$ cat config.mk
export PLATFORM = sky130hd
export DESIGN_NAME = align_pwm
export DESIGN_NICKNAME = d
export VERILOG_FILES = /design/src/rtl/pwm_pkg.sv /design/src/rtl/pwm_phase_ctr.sv /design/src/rtl/pwm_word_pipe.sv /design/src/rtl/pwm_window.sv /design/src/rtl/align_pwm.sv
export SDC_FILE = /design/constraint.sdc
export NUM_CORES = 1
export LEC_CHECK = 0
export ABC_AREA = 1
export ABC_CLOCK_PERIOD_IN_PS = 5200
export CORE_ASPECT_RATIO = 1.1
export CORE_UTILIZATION = 55
export CTS_BUF_LIST = sky130_fd_sc_hd__clkbuf_8
export CTS_CLUSTER_SIZE = 40
export DETAILED_ROUTE_END_ITERATION = 12
export GPL_TIMING_DRIVEN = 0
export MAX_ROUTING_LAYER = met4
export PLACE_DENSITY = 0.8
export SETUP_SLACK_MARGIN = 0.4
export SLEW_MARGIN = 10
export SYNTH_ARGS = -nofsm -noshare
export SYNTH_HDL_FRONTEND = slang
export SYNTH_SLANG_ARGS = --single-unit
$ cat constraint.sdc
create_clock -name clk -period 5.2 [get_ports clk]
set_clock_uncertainty 0.2 [all_clocks]
set_input_delay 0.78 -clock clk [delete_from_list [all_inputs] [get_ports clk]]
set_output_delay 0.78 -clock clk [all_outputs]
set_load 0.005 [all_outputs]
$ cat src/rtl/pwm_pkg.sv
package pwm_pkg;

    typedef enum logic [1:0] {
        ALIGN_TRAIL  = 2'd0,
        ALIGN_LEAD   = 2'd1,
        ALIGN_CENTER = 2'd2
    } align_e;

    // single_edge=0 selects centring and makes lead_edge irrelevant
    function automatic align_e decode_align(input logic single_edge, input logic lead_edge);
        if (!single_edge)
            return ALIGN_CENTER;
        else if (lead_edge)
            return ALIGN_LEAD;
        return ALIGN_TRAIL;
    endfunction

endpackage

$ cat src/rtl/pwm_phase_ctr.sv
module pwm_phase_ctr #(
    parameter int CODE_W = 8
) (
    input  logic              clk,
    input  logic              rst_n,
    input  logic              dot_strobe,
    output logic [CODE_W-1:0] phase_nxt
);
    localparam logic [CODE_W-1:0] STEP = {{(CODE_W-1){1'b0}}, 1'b1};

    typedef struct packed {
        logic [CODE_W-1:0] phase;
    } ctr_t;

    ctr_t st_d, st_q;

    always_comb begin
        st_d = st_q;
        if (dot_strobe)
            st_d.phase = '0;
        else
            st_d.phase = st_q.phase + STEP;
    end

    always_ff @(posedge clk) begin
        if (!rst_n)
            st_q <= '0;
        else
            st_q <= st_d;
    end

    assign phase_nxt = st_d.phase;

endmodule

$ cat src/rtl/pwm_word_pipe.sv
module pwm_word_pipe
    import pwm_pkg::*;
#(
    parameter int CODE_W = 8
) (
    input  logic              clk,
    input  logic              rst_n,
    input  logic              dot_strobe,
    input  logic [CODE_W-1:0] code_in,
    input  logic              single_edge,
    input  logic              lead_edge,
    output logic [CODE_W-1:0] act_code_nxt,
    output align_e            act_align_nxt
);
    typedef struct packed {
        logic [CODE_W-1:0] hold_code;
        align_e            hold_align;
        logic [CODE_W-1:0] act_code;
        align_e            act_align;
    } pipe_t;

    pipe_t st_d, st_q;

    always_comb begin
        st_d = st_q;
        if (dot_strobe) begin
            st_d.hold_code  = code_in;
            st_d.hold_align = decode_align(single_edge, lead_edge);
            st_d.act_code   = st_q.hold_code;
            st_d.act_align  = st_q.hold_align;
        end
    end

    always_ff @(posedge clk) begin
        if (!rst_n) begin
            st_q.hold_code  <= '0;
            st_q.hold_align <= ALIGN_TRAIL;
            st_q.act_code   <= '0;
            st_q.act_align  <= ALIGN_TRAIL;
        end else begin
            st_q <= st_d;
        end
    end

    assign act_code_nxt  = st_d.act_code;
    assign act_align_nxt = st_d.act_align;

endmodule

$ cat src/rtl/pwm_window.sv
module pwm_window
    import pwm_pkg::*;
#(
    parameter int CODE_W = 8
) (
    input  logic [CODE_W-1:0] code,
    input  align_e            align,
    output logic [CODE_W:0]   win_lo,
    output logic [CODE_W:0]   win_hi,
    output logic              full_on
);
    localparam int              TICKS = 1 << CODE_W;
    localparam logic [CODE_W:0] SPAN  = (CODE_W+1)'(TICKS);

    logic [CODE_W:0] code_x;
    logic [CODE_W:0] gap;

    always_comb begin
        code_x = {1'b0, code};
        gap    = SPAN - code_x;
        unique case (align)
            ALIGN_LEAD:   win_lo = gap;
            ALIGN_CENTER: win_lo = gap >> 1;
            default:      win_lo = '0;
        endcase
        // exclusive upper bound; code 0 gives an empty window
        win_hi  = win_lo + code_x;
        full_on = &code;
    end

endmodule

$ cat src/rtl/align_pwm.sv
module align_pwm
    import pwm_pkg::*;
#(
    parameter int CODE_W = 8
) (
    input  logic              clk,
    input  logic              rst_n,
    input  logic              dot_strobe,
    input  logic [CODE_W-1:0] code_in,
    input  logic              single_edge,
    input  logic              lead_edge,
    input  logic              retrace,
    output logic              pwm_out
);
    logic [CODE_W-1:0] phase_nxt;
    logic [CODE_W-1:0] act_code_nxt;
    align_e            act_align_nxt;
    logic [CODE_W:0]   win_lo;
    logic [CODE_W:0]   win_hi;
    logic              full_on;
    logic [CODE_W:0]   tick_x;

    typedef struct packed {
        logic drive;
    } out_t;

    out_t out_d, out_q;

    pwm_phase_ctr #(.CODE_W(CODE_W)) u_phase (
        .clk        (clk),
        .rst_n      (rst_n),
        .dot_strobe (dot_strobe),
        .phase_nxt  (phase_nxt)
    );

    pwm_word_pipe #(.CODE_W(CODE_W)) u_pipe (
        .clk           (clk),
        .rst_n         (rst_n),
        .dot_strobe    (dot_strobe),
        .code_in       (code_in),
        .single_edge   (single_edge),
        .lead_edge     (lead_edge),
        .act_code_nxt  (act_code_nxt),
        .act_align_nxt (act_align_nxt)
    );

    pwm_window #(.CODE_W(CODE_W)) u_window (
        .code    (act_code_nxt),
        .align   (act_align_nxt),
        .win_lo  (win_lo),
        .win_hi  (win_hi),
        .full_on (full_on)
    );

    // decide the level of the upcoming tick, so the register lines up with it
    always_comb begin
        tick_x      = {1'b0, phase_nxt};
        out_d.drive = retrace | full_on | ((tick_x >= win_lo) && (tick_x < win_hi));
    end

    always_ff @(posedge clk) begin
        if (!rst_n)
            out_q <= '0;
        else
            out_q <= out_d;
    end

    assign pwm_out = out_q.drive;

endmodule

==> impl_metrics.env, run 1 <==
export IMPL_slowest_delay_ps=270
export IMPL_avgSynthCellArea_um2=6.99
export IMPL_crit_arrival_ps=4170
export IMPL_max_freq_ghz=0.241
export IMPL_area_growth_pct=15.7
export IMPL_clk_latency_ps=280
export IMPL_die_w_um=62.9
export IMPL_p_leak_nw=1.24
export IMPL_synth_area_leaders="dfxtp_1 (26%), ha_1 (16%), nand2_1 (11%), inv_1 (7.5%), a21oi_1 (5.6%)"
export IMPL_cts_buffers=5
export IMPL_grt_max_degree=11
export IMPL_grt_setup_unrepaired="false"
export IMPL_async_flop_share_pct=0
export IMPL_ir_drop_v=0.000137
export IMPL_netlist_top_cells_count="nand2_1 (66), inv_1 (45), nor2_1 (31)"
export IMPL_postSynthCellCount=321
export IMPL_synth_top_area_share_pct=25.9
export IMPL_initial_core_util_pct=57.1
export IMPL_cp_startpoint="dot_strobe"
export IMPL_drtIter0Drc=68
export IMPL_rrSetupSlack_ps=1560
export IMPL_grt_pass1_wl_mm=7.91
export IMPL_clk_path_buf_depth=2
export IMPL_grt_usage_pct=23.8
export IMPL_period_needed_ps=4150
export IMPL_htreeDepth=2
export IMPL_dieArea_um2=4340
export IMPL_cts_tree="built"
export IMPL_synthFlopType="dfxtp_1"
export IMPL_globalplace_congestion=0.911
export IMPL_setup_viol=0
export IMPL_clkTransAtPathRegs_ps=60
export IMPL_outcome="completed"
export IMPL_ctsHoldBuffers=0
export IMPL_drt_pass1_iter_count=5
export IMPL_cp_num_buf_inv=4
export IMPL_final_cells=395
export IMPL_synth_most_common_cell="nand2_1"
export IMPL_io_buffers=14
export IMPL_die_h_um=69
export IMPL_worstReg2RegStart="u_pipe.st_q[10]"
export IMPL_hold_viol=0
export IMPL_syn_area_um2=2240
export IMPL_worstMarginPinSlew_ps=556
export IMPL_hold_class="reg -> reg"
export IMPL_worstSetupPathType="in -> reg"
export IMPL_grt_overflow_total=0
export IMPL_dpl_hpwl_mm=3.70
export IMPL_clock_root_buffer="clkbuf_8"
export IMPL_worstPathRequired_ps=5220
export IMPL_yosysWarnings=0
export IMPL_cap_violations=0
export IMPL_crit_fanout=10
export IMPL_clock_sinks=29
export IMPL_nets=385
export IMPL_via_per_inst=5.13
export IMPL_routed_via_count=2026
export IMPL_hold_start="u_pipe.st_q[17]"
export IMPL_fin_crit_sh_pct=79.9
export IMPL_cp_end_kind="register"
export IMPL_seq_area_frac_synth_pct=25.9
export IMPL_antenna_found_initial=0
export IMPL_power_density_nw_per_um2=250
export IMPL_io_pins=15
export IMPL_crit_top_cell="nand2_1"
export IMPL_postCtsSetupBuffers=0
export IMPL_grt_pass1_vias=1889
export IMPL_wirelength_mm=4.66
export IMPL_cp_start_kind="input pin"
export IMPL_max_slew_margin_pct=62.9
export IMPL_core_area_um2=3930
export IMPL_rows=24
export IMPL_dp_cells=387
export IMPL_drc=0
export IMPL_wl_per_cell_um=11.8
export IMPL_final_antenna_net_count=0
export IMPL_worst_path_max_delay_cell="ha_1"
export IMPL_critPathTopFamily="simple AND/OR/NAND/NOR gates"
export IMPL_synth_edf_count=0
export IMPL_drive_gt1_share_pct=12.5
export IMPL_synth_nets=364
export IMPL_tns_ps=0
export IMPL_ys_types=31
export IMPL_yosysTopAreaCell="dfxtp_1"
export IMPL_slew_viol_final=0
export IMPL_antenna_cells=0
export IMPL_synth_seq_cells=29
==> routing by layer <==
layer,vias to the layer above,routed length (µm),GRT usage (%)
met5,-,0,-
met4,0,78,9.04
met3,9,174,4.97
met2,35,2360,41.8
met1,902,2040,25.7
li1,1080,-,-
==> placed cells by master (no fill, tap or decap), drive strengths merged, types with 4 or more instances in the layout <==
| cell | synthesis | layout |
|---|---|---|
| inv | 49 | 49 |
| o21ai | 19 | 19 |
| clkdlybuf4s50 | 0 | 13 |
| nor4 | 6 | 6 |
| nor2 | 33 | 33 |
| buf | 4 | 4 |
| nor3 | 11 | 11 |
| xnor2 | 4 | 4 |
| clkbuf | 5 | 12 |
| a21oi | 28 | 28 |
| nand2 | 74 | 74 |
| xor2 | 6 | 6 |
| nand3 | 13 | 13 |
| dfxtp | 29 | 29 |
| ha | 28 | 28 |
==> sequential cells by signal, summed over array words and instances, names as in the netlist <==
register	count
u_phase.st_q	8
u_pipe.st_q	20
pwm_out	1
==> report_power, final <==
group	switching [mW]	internal (mW)	total [mW]
combinational	0.120	0.0814	0.202
sequential	0.00451	0.234	0.238
clock	0.0889	0.119	0.208
total	0.214	0.434	0.648
==> kinds of logic (layout without fill, tap and decap cells) <==
group	after synthesis	after routing	synth area share, %
AOI/OAI and AO/OA	51	51	13.5
and+or+nand+nor	144	144	29.7
xor gates and xnor gates	10	10	3.90
DFF	29	29	25.9
buffers and inverters	58	80	10.6
adders and majority gates	29	29	16.5
==> metrics by stage <==
stage,power (mW),setup slack (ps),area [µm²],hold slack [ps],utilization [%]
after floorplan,0.391,1260,2240,233,-
after global placement,0.433,350,2450,249,62.3
after detailed placement,0.438,306,2450,258,62.3
after CTS,0.644,589,2550,268,64.9
after global routing,0.686,643,2600,298,66.0
final,0.648,1050,2600,261,66.0
==> worst paths after layout <==
path / endpoint / depth (start not counted)
hold / removal: u_pipe.st_q[17] / 2
setup / recovery: pwm_out / 26
hold reg to reg: u_pipe.st_q[17] / 2
setup reg to reg: pwm_out / 24
==> layout make-up <==
type,instances,area (µm²)
fill,349,1340
timing repair buffer,14,143
buffer,9,51.3
clock buffer,7,96.3
inverter,49,186
clock inverter,1,5.00
sequential,29,581
multi-input combinational,234,1470
tap,52,65.1
==> worst register-to-register path, stage by stage, from the launching register on <==
cell and delay (ps):
dfxtp_1 310, or2_2 300, o21ai_2 110, inv_1 70, ha_1 190, buf_2 170, nand2_1 80, a21oi_1 80
ha_1 220, fa_1 400, nand3_1 90, nand2_1 130, xor2_2 180, ha_1 300, nand2_1 70, nor2_1 120
nand2_1 70, nand2_1 60, o21bai_1 60, nand2_1 60, nand2_1 40, nand2_1 60, nand2_1 60, nand2_1 60
a21oi_1 50
==> timing repair <==
| item | in CTS | in global routing |
|---|---|---|
| endpoints found under the hold margin | 0 | 0 |
| gates resized for setup | 0 | 10 |
| endpoints found under the setup margin | 0 | 1 |
Note: power is estimated with default switching activity, not from simulation.
==> inputs of run 2 (changes only) <==
Settings changed: ABC_CLOCK_PERIOD_IN_PS 5200 to 3450, PLACE_DENSITY 0.8 to 0.83.
Clock period 5.2 ns to 3.45 ns, I/O delays scaled along.
==> run 2 against run 1 <==
The flow now finishes with violations (negative setup slack). Hold slack improved by 1.8 ps. Critical path depth decreased by 1. Count of clock-buffer cells in the layout unchanged. Sequential share of layout area decreased by 3.4 points. Register-to-register slack got worse by 1600 ps. Sequential cell count unchanged. First-iteration DRC count increased by 110%. Cell area increased by 18%. Global-route usage increased by 2.2 points. Die area unchanged. Setup slack got worse by 1200 ps.
==> impl_metrics.env, run 2 (synthesized netlist as in run 1, its figures left out) <==
export IMPL_p_leak_nw=1.42
export IMPL_antenna_found_initial=0
export IMPL_clk_path_buf_depth=2
export IMPL_drc=0
export IMPL_antenna_cells=0
export IMPL_cp_start_kind="input pin"
export IMPL_layout_commonest_cell="nand2_1"
export IMPL_top_usage_layer="met2"
export IMPL_grt_pass1_vias=2047
export IMPL_layout_setup_ws_ps=-124
export IMPL_io_pins=15
export IMPL_hold_viol=0
export IMPL_slowest_delay_ps=280
export IMPL_die_w_um=62.9
export IMPL_worstPathRequired_ps=3420
export IMPL_grt_setup_unrepaired="true"
export IMPL_worstMarginPinSlew_ps=595
export IMPL_drtIter0Drc=141
export IMPL_globalplace_congestion=0.905
export IMPL_core_area_um2=3930
export IMPL_violations="negative setup slack"
export IMPL_critPathTopFamily="compound AO/OA/AOI/OAI gates"
export IMPL_via_per_inst=5.48
export IMPL_cap_violations=0
export IMPL_initial_core_util_pct=57.1
export IMPL_cts_tree="built"
export IMPL_clkTransAtPathRegs_ps=70
export IMPL_area_growth_pct=36.2
export IMPL_nets=412
export IMPL_final_antenna_net_count=0
export IMPL_wirelength_mm=6.47
export IMPL_postPlaceCellArea_um2=2570
export IMPL_cts_buffers=5
export IMPL_clock_sinks=29
export IMPL_wl_per_cell_um=15.3
export IMPL_fin_crit_sh_pct=104
export IMPL_top_register="u_pipe.st_q"
export IMPL_hold_class="reg -> reg"
export IMPL_io_buffers=14
export IMPL_clk_latency_ps=290
export IMPL_cp_end_kind="register"
export IMPL_gr_usage_met3_pct=4.30
export IMPL_die_h_um=69
export IMPL_grt_use_met2_pct=47.6
export IMPL_htreeDepth=2
export IMPL_ctsHoldBuffers=0
export IMPL_dieArea_um2=4340
export IMPL_clock_root_buffer="clkbuf_8"
export IMPL_ir_drop_v=0.000169
export IMPL_worst_path_max_delay_cell="ha_1"
export IMPL_slew_viol_final=0
export IMPL_hold_slack_ps=263
export IMPL_dp_cells=387
export IMPL_max_freq_ghz=0.280
export IMPL_drive_gt1_share_pct=28.6
export IMPL_dpl_hpwl_mm=3.86
export IMPL_fill_cells=241
export IMPL_largest_reg_flops=20
export IMPL_cp_num_buf_inv=5
export IMPL_final_cells=422
export IMPL_rows=24
export IMPL_crit_arrival_ps=3540
export IMPL_drt_pass1_iter_count=4
export IMPL_tns_ps=-124
export IMPL_final_cell_mix="nand2_1 (57), inv_1 (40), nor2_1 (29), dfxtp_1 (29), buf_4 (26)"
export IMPL_use_met1_pct=26.5
export IMPL_grt_overflow_total=0
export IMPL_outcome="finished with violations"
export IMPL_routed_via_count=2311
export IMPL_max_slew_margin_pct=60.3
export IMPL_crit_top_cell="nand2_1"
export IMPL_grt_max_degree=11
export IMPL_period_needed_ps=3570
export IMPL_grt_pass1_wl_mm=8.63
export IMPL_grt_usage_pct=25.9
export IMPL_stdcell_area_um2=3060
export IMPL_power_density_nw_per_um2=364
export IMPL_worstSetupPathType="in -> reg"
export IMPL_setup_viol=1
export IMPL_crit_fanout=8
[run 2: cell types whose count changed in the layout (fill, tap and decap cells not counted), sizes merged]
cell and delta:
dlymetal6s2s -1, buf +28
[run 2: power breakdown]
part	internal [mW]	total (mW)	switching [mW]
combinational	0.187	0.430	0.243
sequential	0.352	0.361	0.00842
clock	0.180	0.323	0.143
[run 2: tightest hold or removal path, delay by kind of cell, from the launching register on]
| kind | cells | cell delay (ps) |
|---|---|---|
| flip-flops | 1 | 300 |
| AO/OA/AOI/OAI | 1 | 60 |
| buffers and inverters | 1 | 60 |
[run 2: worst paths after layout]
| kind | from | end | slack [ps] | cells past startpoint |
|---|---|---|---|---|
| worst max-delay path | dot_strobe | pwm_out | -120 | 25 |
| worst min-delay path | u_pipe.st_q[17] | u_pipe.st_q[17] | 260 | 2 |
| worst max register to register | u_pipe.st_q[2] | pwm_out | -10 | 24 |
| worst min register to register | u_pipe.st_q[17] | u_pipe.st_q[17] | 260 | 2 |
[run 2: metal layers]
metal	routed length, µm	up-vias
li1	-	1136
met1	2430	1058
met2	3410	86
met3	320	31
met4	301	0
met5	0	-
[run 2: what timing repair did]
action,4_1_cts,5_1_grt
buffers inserted,18,9
setup endpoints to repair,1,1
gates cloned,0,0
gates resized for setup,19,30
pin swaps,32,23
[run 2: cell type report]
class	count	area (µm²)	area share, %
multi-input combinational	234	1690	55.3
clock buffer	7	96.3	3.15
buffer	9	76.3	2.50
timing repair buffer	41	352	11.5
clock inverter	1	5.00	0.164
inverter	49	191	6.26
tap	52	65.1	2.13
sequential	29	581	19.0
[run 2: per-stage QoR]
step | setup slack (ps) | total power [mW] | utilization [%]
after floorplan | -11.0 | 0.611 | -
after global placement | -907 | 0.675 | 65.2
after detailed placement | -949 | 0.685 | 65.2
after CTS | -75.8 | 1.03 | 72.4
after global routing | -274 | 1.16 | 77.7
final | -124 | 1.11 | 77.7
